<file path="src/rtl/sbox_cf_pkg.sv">
// sbox_cf_pkg: shared widths, types and elaboration-time field arithmetic
// for the composite-field substitution unit.
// Assumes: byte width is twice the nibble width, nibble field reduced by x^4+x+1.
package sbox_cf_pkg;

    localparam int BYTE_W = 8;
    localparam int NIB_W  = BYTE_W / 2;
    localparam int PROD_W = 2 * NIB_W - 1;
    localparam int N_BYTE = 1 << BYTE_W;
    localparam int N_NIB  = 1 << NIB_W;

    localparam logic [NIB_W:0]    NIB_POLY  = 5'b10011;     // x^4 + x + 1
    localparam logic [BYTE_W:0]   AES_POLY  = 9'h11B;       // x^8+x^4+x^3+x+1
    localparam logic [BYTE_W-1:0] FWD_AFF_C = 8'h63;
    localparam logic [BYTE_W-1:0] INV_AFF_C = 8'h05;

    typedef logic [BYTE_W-1:0] byte_t;
    typedef logic [NIB_W-1:0]  nib_t;
    typedef struct packed {
        nib_t hi;   // coefficient b of x
        nib_t lo;   // constant coefficient c
    } cf_t;
    typedef logic [BYTE_W-1:0][BYTE_W-1:0] mat_t;  // mat[i] = image of basis bit i

    // Nibble multiply with reduction by NIB_POLY.
    function automatic nib_t gf4_mul(nib_t a, nib_t b);
        logic [PROD_W-1:0] p;
        p = '0;
        for (int i = 0; i < NIB_W; i++)
            if (b[i]) p ^= PROD_W'(a) << i;
        for (int k = PROD_W - 1; k >= NIB_W; k--)
            if (p[k]) p ^= PROD_W'(NIB_POLY) << (k - NIB_W);
        return p[NIB_W-1:0];
    endfunction

    function automatic nib_t gf4_sq(nib_t a);
        return gf4_mul(a, a);
    endfunction

    // Nibble inverse as a^(2^n - 2); zero maps to zero.
    function automatic nib_t gf4_inv(nib_t a);
        nib_t r;
        nib_t s;
        r = nib_t'(1);
        s = a;
        for (int k = 1; k < NIB_W; k++) begin
            s = gf4_sq(s);
            r = gf4_mul(r, s);
        end
        return r;
    endfunction

    // First lambda for which x^2 + x + lambda has no root in the nibble field.
    function automatic nib_t find_lambda();
        for (int l = 1; l < N_NIB; l++) begin
            logic has_root;
            has_root = 1'b0;
            for (int z = 0; z < N_NIB; z++)
                if ((gf4_sq(nib_t'(z)) ^ nib_t'(z) ^ nib_t'(l)) == '0) has_root = 1'b1;
            if (!has_root) return nib_t'(l);
        end
        return '0;
    endfunction

    localparam nib_t LAMBDA = find_lambda();

    // Composite multiply, x^2 = x + lambda.
    function automatic cf_t cf_mul(cf_t a, cf_t b);
        cf_t  r;
        nib_t hh;
        hh   = gf4_mul(a.hi, b.hi);
        r.hi = hh ^ gf4_mul(a.hi, b.lo) ^ gf4_mul(a.lo, b.hi);
        r.lo = gf4_mul(hh, LAMBDA) ^ gf4_mul(a.lo, b.lo);
        return r;
    endfunction

    // A root of the AES reduction polynomial inside the composite field.
    function automatic cf_t find_beta();
        for (int v = 2; v < N_BYTE; v++) begin
            cf_t cand;
            cf_t pw;
            cf_t acc;
            cand = cf_t'(byte_t'(v));
            pw   = cf_t'(byte_t'(1));
            acc  = '0;
            for (int k = 0; k <= BYTE_W; k++) begin
                if (AES_POLY[k]) acc ^= pw;
                pw = cf_mul(pw, cand);
            end
            if (acc == '0) return cand;
        end
        return '0;
    endfunction

    localparam cf_t BETA = find_beta();

    function automatic byte_t mat_apply(mat_t m, byte_t a);
        byte_t r;
        r = '0;
        for (int i = 0; i < BYTE_W; i++)
            if (a[i]) r ^= m[i];
        return r;
    endfunction

    // Standard basis to composite basis: bit i maps to BETA^i.
    function automatic mat_t build_iso();
        mat_t m;
        cf_t  pw;
        pw = cf_t'(byte_t'(1));
        for (int i = 0; i < BYTE_W; i++) begin
            m[i] = byte_t'(pw);
            pw   = cf_mul(pw, BETA);
        end
        return m;
    endfunction

    localparam mat_t ISO_MAT = build_iso();

    // Composite basis back to standard basis, found by preimage search.
    function automatic mat_t build_uniso();
        mat_t m;
        m = '0;
        for (int j = 0; j < BYTE_W; j++)
            for (int v = 0; v < N_BYTE; v++)
                if (mat_apply(ISO_MAT, byte_t'(v)) == (byte_t'(1) << j)) m[j] = byte_t'(v);
        return m;
    endfunction

    localparam mat_t UNISO_MAT = build_uniso();

    // Input bits that feed output bit j of a matrix.
    function automatic byte_t mat_select(mat_t m, int j);
        byte_t r;
        for (int i = 0; i < BYTE_W; i++) r[i] = m[i][j];
        return r;
    endfunction

endpackage

</file>
<file path="src/rtl/sbox_cf_gf4_mul.sv">
// sbox_cf_gf4_mul: nibble-field multiplier, x^4 + x + 1 reduction.
// Assumes: purely combinational, no operand ordering constraints.
module sbox_cf_gf4_mul
    import sbox_cf_pkg::*;
(
    input  nib_t a,
    input  nib_t b,
    output nib_t p
);
    // product of the two nibbles
    assign p = gf4_mul(a, b);
endmodule

</file>
<file path="src/rtl/sbox_cf_gf4_sq.sv">
// sbox_cf_gf4_sq: nibble-field squarer (linear in the bits).
// Assumes: purely combinational.
module sbox_cf_gf4_sq
    import sbox_cf_pkg::*;
(
    input  nib_t a,
    output nib_t q
);
    // square of the nibble
    assign q = gf4_sq(a);
endmodule

</file>
<file path="src/rtl/sbox_cf_gf4_inv.sv">
// sbox_cf_gf4_inv: nibble-field inverter, 16-entry table computed at elaboration.
// Assumes: zero input yields zero output.
module sbox_cf_gf4_inv
    import sbox_cf_pkg::*;
(
    input  nib_t a,
    output nib_t q
);
    nib_t inv_tab [N_NIB];

    // one table entry per nibble value
    for (genvar v = 0; v < N_NIB; v++) begin : g_ent
        assign inv_tab[v] = gf4_inv(nib_t'(v));
    end

    // table read
    assign q = inv_tab[a];
endmodule

</file>
<file path="src/rtl/sbox_cf_basis_map.sv">
// sbox_cf_basis_map: constant GF(2) matrix between the standard byte basis
// and the composite-field basis. TO_COMPOSITE picks the direction.
// Assumes: matrices derived in the package are mutually inverse.
module sbox_cf_basis_map
    import sbox_cf_pkg::*;
#(
    parameter bit TO_COMPOSITE = 1'b1
) (
    input  byte_t a,
    output byte_t q
);
    localparam mat_t M = TO_COMPOSITE ? ISO_MAT : UNISO_MAT;

    // each output bit is the parity of its selected input bits
    for (genvar j = 0; j < BYTE_W; j++) begin : g_bit
        localparam byte_t SEL = mat_select(M, j);
        assign q[j] = ^(a & SEL);
    end
endmodule

</file>
<file path="src/rtl/sbox_cf_inverter.sv">
// sbox_cf_inverter: inverse of b*x + c in GF((2^4)^2) via the nibble norm
// delta = b^2*lambda + b*c + c^2; result (b/delta)x + (b+c)/delta.
// Assumes: zero element yields zero.
module sbox_cf_inverter
    import sbox_cf_pkg::*;
(
    input  cf_t a,
    output cf_t q
);
    nib_t b_sq, c_sq, b_sq_l, bc, delta, delta_inv, b_xor_c;

    sbox_cf_gf4_sq  u_sq_b  (.a(a.hi), .q(b_sq));
    sbox_cf_gf4_sq  u_sq_c  (.a(a.lo), .q(c_sq));
    sbox_cf_gf4_mul u_mul_l (.a(b_sq), .b(LAMBDA), .p(b_sq_l));
    sbox_cf_gf4_mul u_mul_bc(.a(a.hi), .b(a.lo), .p(bc));

    // norm of the pair and the sum of its halves
    assign delta   = b_sq_l ^ bc ^ c_sq;
    assign b_xor_c = a.hi ^ a.lo;

    sbox_cf_gf4_inv u_inv   (.a(delta), .q(delta_inv));
    sbox_cf_gf4_mul u_mul_h (.a(a.hi), .b(delta_inv), .p(q.hi));
    sbox_cf_gf4_mul u_mul_o (.a(b_xor_c), .b(delta_inv), .p(q.lo));
endmodule

</file>
<file path="src/rtl/sbox_cf_affine.sv">
// sbox_cf_affine: AES affine bit transform (INVERSE=0) or its inverse (INVERSE=1).
// Assumes: bit 0 is the least significant bit, rotations are modulo the byte width.
module sbox_cf_affine
    import sbox_cf_pkg::*;
#(
    parameter bit INVERSE = 1'b0
) (
    input  byte_t a,
    output byte_t q
);
    if (INVERSE) begin : g_inv
        // taps at +2, +5, +7 plus constant 05h
        for (genvar j = 0; j < BYTE_W; j++) begin : g_bit
            assign q[j] = a[(j+2)%BYTE_W] ^ a[(j+5)%BYTE_W] ^ a[(j+7)%BYTE_W] ^ INV_AFF_C[j];
        end
    end else begin : g_fwd
        // taps at +0, +4..+7 plus constant 63h
        for (genvar j = 0; j < BYTE_W; j++) begin : g_bit
            assign q[j] = a[j] ^ a[(j+4)%BYTE_W] ^ a[(j+5)%BYTE_W]
                        ^ a[(j+6)%BYTE_W] ^ a[(j+7)%BYTE_W] ^ FWD_AFF_C[j];
        end
    end
endmodule

</file>
<file path="src/rtl/cf_sbox.sv">
// cf_sbox: combinational AES byte substitution, forward or inverse, using
// composite-field inversion instead of a full table.
// Assumes: inv_mode = 0 forward, 1 inverse; no clock, output settles same cycle.
module cf_sbox (
    input  logic [7:0] din,
    input  logic       inv_mode,
    output logic [7:0] dout
);
    import sbox_cf_pkg::*;

    byte_t pre_aff, field_in, cf_in, cf_out, field_inv, post_aff;

    sbox_cf_affine #(.INVERSE(1'b1)) u_aff_in (.a(din), .q(pre_aff));

    // inverse direction undoes the affine step before inversion
    assign field_in = inv_mode ? pre_aff : din;

    sbox_cf_basis_map #(.TO_COMPOSITE(1'b1)) u_map_in  (.a(field_in), .q(cf_in));
    sbox_cf_inverter                         u_inverter(.a(cf_t'(cf_in)), .q(cf_out));
    sbox_cf_basis_map #(.TO_COMPOSITE(1'b0)) u_map_out (.a(cf_out), .q(field_inv));

    sbox_cf_affine #(.INVERSE(1'b0)) u_aff_out (.a(field_inv), .q(post_aff));

    // forward direction applies the affine step after inversion
    assign dout = inv_mode ? field_inv : post_aff;
endmodule

</file>
<file path="config.mk">
export PLATFORM = sky130hd
export DESIGN_NAME = cf_sbox
export DESIGN_NICKNAME = d
export VERILOG_FILES = /design/src/rtl/sbox_cf_pkg.sv /design/src/rtl/sbox_cf_gf4_mul.sv /design/src/rtl/sbox_cf_gf4_sq.sv /design/src/rtl/sbox_cf_gf4_inv.sv /design/src/rtl/sbox_cf_basis_map.sv /design/src/rtl/sbox_cf_inverter.sv /design/src/rtl/sbox_cf_affine.sv /design/src/rtl/cf_sbox.sv
export SDC_FILE = /design/constraint.sdc
export NUM_CORES = 1
export LEC_CHECK = 0
export ABC_AREA = 1
export BUFFER_PORTS_ARGS = -buffer_cell sky130_fd_sc_hd__buf_4
export CAP_MARGIN = 20
export CORE_UTILIZATION = 35
export DETAILED_ROUTE_END_ITERATION = 8
export PLACE_DENSITY = 0.59
export SLEW_MARGIN = 15
export SYNTH_ARGS = -nofsm -noshare
export SYNTH_HDL_FRONTEND = slang
export SYNTH_SLANG_ARGS = --single-unit
export TNS_END_PERCENT = 50
</file>
<file path="constraint.sdc">
create_clock -name vclk -period 12.5
set_clock_uncertainty 0.15 [all_clocks]
set_input_delay 3.75 -clock vclk [all_inputs]
set_output_delay 3.75 -clock vclk [all_outputs]
set_load 0.005 [all_outputs]
</file>
Yosys cells after proc, flatten, opt, wreduce, memory -nomap -nowiden

Memories as Yosys holds them, arrays and structs flattened.
Index checks and enable logic that the tools add are counted.

Add/sub/neg operators: 0
Multiply operators: 0
Divide/modulo/power cells: 0
$lt $le $gt $ge: 1
Equality and inequality tests: 0
Shifts and indexed selects: 0
Muxes and demuxes: 42
Bitwise logic cells: 87
Reduce and logical (&&, ||, !) cells: 16

Operator list:

| cell               | count |
|---|---|
| $reduce_xor 8->1   | 16 |
| $mux 7             | 15 |
| $mux 4             | 13 |
| $xor 1x1->1        | 44 |
| $not 2->2          | 18 |
| $xor 7x5->7        | 5 |
| $xor 7x6->7        | 5 |
| $xor 7x7->7        | 5 |
| $mux 3             | 6 |
| $mux 8             | 2 |
| $mux 2             | 6 |
| $xor 4x4->4        | 3 |
| $not 1->1          | 6 |
| $ge 5x5->1 const B | 1 |
| $not 4->5          | 1 |

Bits in registers: 0
Bits in latches: 0
Memory bits (writable): 0
ROM bits: 64
Input port bits: 9
Output and inout port bits: 8
Logic and storage cells: 147
Memories kept: 1

Memory list:

| memory          | words | bits a word | rd ports | clocked after Yosys merged registers in | write ports | RTL line              | text |
|---|---|---|---|---|---|---|---|
| (no name shown) | 16    | 4           | 1        | 0                                       | 0           | sbox_cf_gf4_inv.sv:17 | `assign q = inv_tab[a];` |

Longest topological paths before layout

Depth after elaboration: 50
Mapped depth: 49
Gate-level depth less buffers: 49

Hierarchy

From an unflattened synthesis, not the netlist that was laid out.

Cells, all modules: 633
Area total of the unflattened synthesis: 3055.4 um2

By module, submodules not included:

| module                         | times used | cells each | area each (um2) | seq. area each (um2) |
|---|---|---|---|---|
| sbox_cf_gf4_mul                | 4          | 64         | 329.1           | 0.0 |
| sbox_cf_affine at u_aff_out    | 1          | 79         | 354.1           | 0.0 |
| sbox_cf_gf4_inv                | 1          | 44         | 254.0           | 0.0 |
| cf_sbox                        | 1          | 52         | 244.0           | 0.0 |
| sbox_cf_basis_map at u_map_out | 1          | 55         | 237.7           | 0.0 |
| sbox_cf_affine at u_aff_in     | 1          | 49         | 203.9           | 0.0 |
| sbox_cf_inverter               | 1          | 42         | 182.7           | 0.0 |
| sbox_cf_basis_map at u_map_in  | 1          | 32         | 172.7           | 0.0 |
| sbox_cf_gf4_sq                 | 2          | 12         | 45.0            | 0.0 |

Worst setup path before layout

No wires, ideal clock.

Kind: input -> output
From: in din[7]
To: out dout[5]
Arrival time: 7710 ps
Required time: 8600 ps
Path slack: 890 ps
Stages: 36
Path buffers: 1
Path through: inv_1 nand2_1 nand2_1 nand2_1 nand3_1 nand2_1 nand2_2 nand2_4 ha_1 clkinv_1 nand3_1 nand2_1 nand3_1 nand3_1 nand2_2 inv_1 nand2_1 nand2_1 nand2_1 nand2_2 ha_1 inv_1 nand2_1 o211ai_1 nand2_2 buf_6 nand2_4 nand2_2 nand2_4 xor2_4 xor2_4 xor2_2 or2_4 nand2_2 nor2_2 xor2_1

Longest elaborated chain between the ends: 44
Elaborated cells between the ends (all ways): 104
Those cells by class: mux (42); bitwise (49); reduce/logical (12); memory (1)

Ends and longest elaborated chain:

| what                     | RTL line                | text |
|---|---|---|
| from (decl)              | cf_sbox.sv:5            | `input logic [7:0] din,` |
| $xor 1x1->1 (2 in a row) | sbox_cf_affine.sv:14    | `assign q[j] = a[(j+2)%BYTE_W] ^ a[(j+5)%BYTE_W] ^ a[(j+7)%BYTE_W] ^ INV_AFF_C[j];` |
| $not 1->1 (no line)      | --                      |  |
| $mux 8 *                 | cf_sbox.sv:16           | `assign field_in = inv_mode ? pre_aff : din;` |
| $reduce_xor 8->1         | sbox_cf_basis_map.sv:17 | `assign q[j] = ^(a & SEL);` |
| $mux 4                   | sbox_cf_pkg.sv:30       | `if (b[i]) p ^= PROD_W'(a) << i;` |
| $xor 7x5->7              | sbox_cf_pkg.sv:30       |  |
| $mux 7                   | sbox_cf_pkg.sv:30       |  |
| $xor 7x6->7              | sbox_cf_pkg.sv:30       |  |
| (+25 left out)           | --                      |  |
| $mux 3                   | sbox_cf_pkg.sv:32       | `if (p[k]) p ^= PROD_W'(NIB_POLY) << (k - NIB_W);` |
| $not 2->2 (no line)      | --                      |  |
| $mux 2                   | sbox_cf_pkg.sv:32       |  |
| $reduce_xor 8->1         | sbox_cf_basis_map.sv:17 |  |
| $xor 1x1->1 (2 in a row) | sbox_cf_affine.sv:19    | `assign q[j] = a[j] ^ a[(j+4)%BYTE_W] ^ a[(j+5)%BYTE_W]` |
| $xor 1x1->1 (2 in a row) | sbox_cf_affine.sv:20    | `^ a[(j+6)%BYTE_W] ^ a[(j+7)%BYTE_W] ^ FWD_AFF_C[j];` |
| $not 1->1 (no line)      | --                      |  |
| $mux 8 *                 | cf_sbox.sv:25           | `assign dout = inv_mode ? field_inv : post_aff;` |
| to (decl)                | cf_sbox.sv:7            | `output logic [7:0] dout` |

Mark *: on every way between the ends. The rest lies on a longest branch, timed or not. The select of a mux whose other input is x is not followed.

Final worst setup path

From: in din[1]
To: out dout[5]

Longest elaborated chain between the ends: 43
Elaborated cells between the ends (all ways): 104
Those cells by class: mux (42); bitwise (48); reduce/logical (13); memory (1)

Ends and longest elaborated chain:

| what                                     | RTL line |
|---|---|
| $xor 1x1->1                              | sbox_cf_affine.sv:14 |
| $xor 1x1->1 or $not 1->1 (tied branches) | -- |
| $mux 8 *                                 | cf_sbox.sv:16 |
| $reduce_xor 8->1                         | sbox_cf_basis_map.sv:17 |
| $mux 4                                   | sbox_cf_pkg.sv:30 |
| $xor 7x5->7                              | sbox_cf_pkg.sv:30 |
| $mux 7                                   | sbox_cf_pkg.sv:30 |
| $xor 7x6->7                              | sbox_cf_pkg.sv:30 |
| (+25 left out)                           | -- |
| $mux 3                                   | sbox_cf_pkg.sv:32 |
| $not 2->2 (no line)                      | -- |
| $mux 2                                   | sbox_cf_pkg.sv:32 |
| $reduce_xor 8->1                         | sbox_cf_basis_map.sv:17 |
| $xor 1x1->1 (2 in a row)                 | sbox_cf_affine.sv:19 |
| $xor 1x1->1 (2 in a row)                 | sbox_cf_affine.sv:20 |
| $not 1->1 (no line)                      | -- |
| $mux 8 *                                 | cf_sbox.sv:25 |

Marks and branches as above.

==> run_results.csv <==
group,metric,value,unit
placement,hpwl,6060,µm
route,drt-wirelength-per-cell,11.0,µm
layout,n_fill_cell,889,
setup_path,path_max_fanout,5,
layout,antenna_cells,0,
setup_path,critPathMostFrequentCell,"nand2_1",
setup_path,arrival,8.18,ns
synthesis,yosys.area.top_type,"nand2_1",
synthesis,syn_nets,562,
route,vias,3211,
layout,register_area,0,µm²
timing,final_max_slew_viol_count,0,
timing,period_minus_slack,12.08,ns
route,drtPass1Iterations,4,
placement,numPortBuffers,17,
layout,mostFrequentLayoutCells,"210 x nand2_1, 87 x nand3_1, 51 x nand2_2",
synthesis,yosys_warnings,0,
layout,nets,594,
timing,fmax,82.8,MHz
layout,seq_cells,0,
grt,grt_max_degree,24,
grt,grtUsageTotal,17.1,%
grt,grt-ovfl-total,0,
placement,gp_congestion,0.858,
die,start_util,36.7,%
synthesis,netlist_area,2880,µm²
route,drc_errors,0,
synthesis,syn_avg_cell_area,5.32,µm²
route,ant_nets,0,
timing,setup_viol,0,
timing,totalNegativeSetupSlack,0,ns
setup_path,end_kind,"primary output",
synthesis,synth_top_area_share,29.0,%
synthesis,syn_inst,541,
clock_network,ctsHoldBuffers,0,
die,dieHeight,92.7,µm
route,drtIter0Drc,118,
die,design.core.area,7850,µm²
layout,syn2layout_area_growth,17.0,%
layout,final_common_cell,"nand2_1",
grt,antenna_found_initial,0,
grt,grt_pass1_vias,2828,
route,viasPerCell,4.77,
synthesis,ys_seq_area_share,0,%
timing,fin_crit_sh,96.6,%
setup_path,cp-start-kind,"input pin",
synthesis,synth.top_cells.by_area,"nand2_1 29%, nand3_1 15%, nand2_2 8.9%, inv_1 6.5%, ha_1 5.2%",
timing,tightest_slew,0.519,ns
setup_path,critPathKind,"input pin to primary output",
setup_path,cpPeakStageDelay,0.29,ns
synthesis,ys_types,36,
die,ios,17,
layout,drive_above_1_share,28.2,%
die,die_area,8590,µm²
layout,final_util,42.9,%
die,std_cell_rows,32,
run,max-cap-violations,0,
status,status,"finished, final reports clean",
die,die_x,92.7,µm
layout,clkbuf_count,0,
setup_path,crit_slowest_cell,"ha_4",
setup_path,critical_path_required,8.60,ns
grt,grt_pass1_wl,12500,µm
hold_path,hold_class,"input pin to primary output",
timing,slew_headroom,65.1,%
route,wl,7420,µm
timing,timing.final.hold_violations,0,
## metal layers
| metal | wire (µm) | track usage [%] |
|---|---|---|
| met1 | 3700 | 24.0 |
| met4 | 0 | 0.385 |
| met3 | 195 | 0 |
| met5 | 0 | 0 |
| met2 | 3530 | 31.0 |
## final cells by class
type | instances | area (µm²) | share of cell area (%)
Timing Repair Buffer | 33 | 255 | 7.58
Multi-Input combinational cell | 467 | 2700 | 80.2
Inverter | 71 | 283 | 8.40
Tap cell | 102 | 128 | 3.79
## kinds of logic after synthesis
family / after synthesis / synth area share, %
adders and majority gates: 12 / 5.22
xor gates and xnor gates: 27 / 11.2
AOI/OAI and AO/OA: 16 / 3.30
buffers and inverters: 75 / 10.7
and+or+nand+nor: 411 / 69.6
## worst max-delay path: cells and delay by family
| family | cells | cell delay (ns) |
|---|---|---|
| AOI/OAI and AO/OA | 1 | 0.16 |
| xor gates and xnor gates | 2 | 0.36 |
| and+or+nand+nor | 24 | 2.30 |
| adders and majority gates | 2 | 0.51 |
| buffers and inverters | 10 | 1.10 |
## cell usage after synthesis, types with 2 or more instances
library cell  count
a21oi_1           2
buf_6             2
ha_1             12
inv_1            50
inv_2            18
nand2_1         222
nand2_2          41
nand2_4          12
nand3_1          89
nand3_2          11
nand3b_1          3
nand4_1           5
nor2_1           16
nor2_2            4
nor2_4            2
o21ai_0           7
o21ai_1           2
o21ai_2           2
or2_1             2
xnor2_1           4
xnor2_2           3
xor2_1           16
xor2_4            3
## per-stage QoR
step	instance area [µm²]	setup slack, ns	hold slack, ns	instances
floorplan	2880	0.890	7.64	541
global placement	3110	0.230	7.82	658
detailed placement	3110	0.142	7.82	658
CTS	3110	0.114	7.82	658
global route	3370	-0.0195	7.79	673
finish	3370	0.425	7.76	673
## worst paths after layout
path                  from      end  depth (start not counted)
hold / removal    inv_mode  dout[0]                          4
setup / recovery    din[1]  dout[5]                         39
## repair_timing
| action | in CTS | in global routing |
|---|---|---|
| resized for setup | 0 | 35 |
| buffers inserted | 0 | 14 |
| setup endpoints to repair | 0 | 8 |
Power is not shown: default switching activity piles up to over one toggle a cycle in this logic, so the estimate is an artifact.
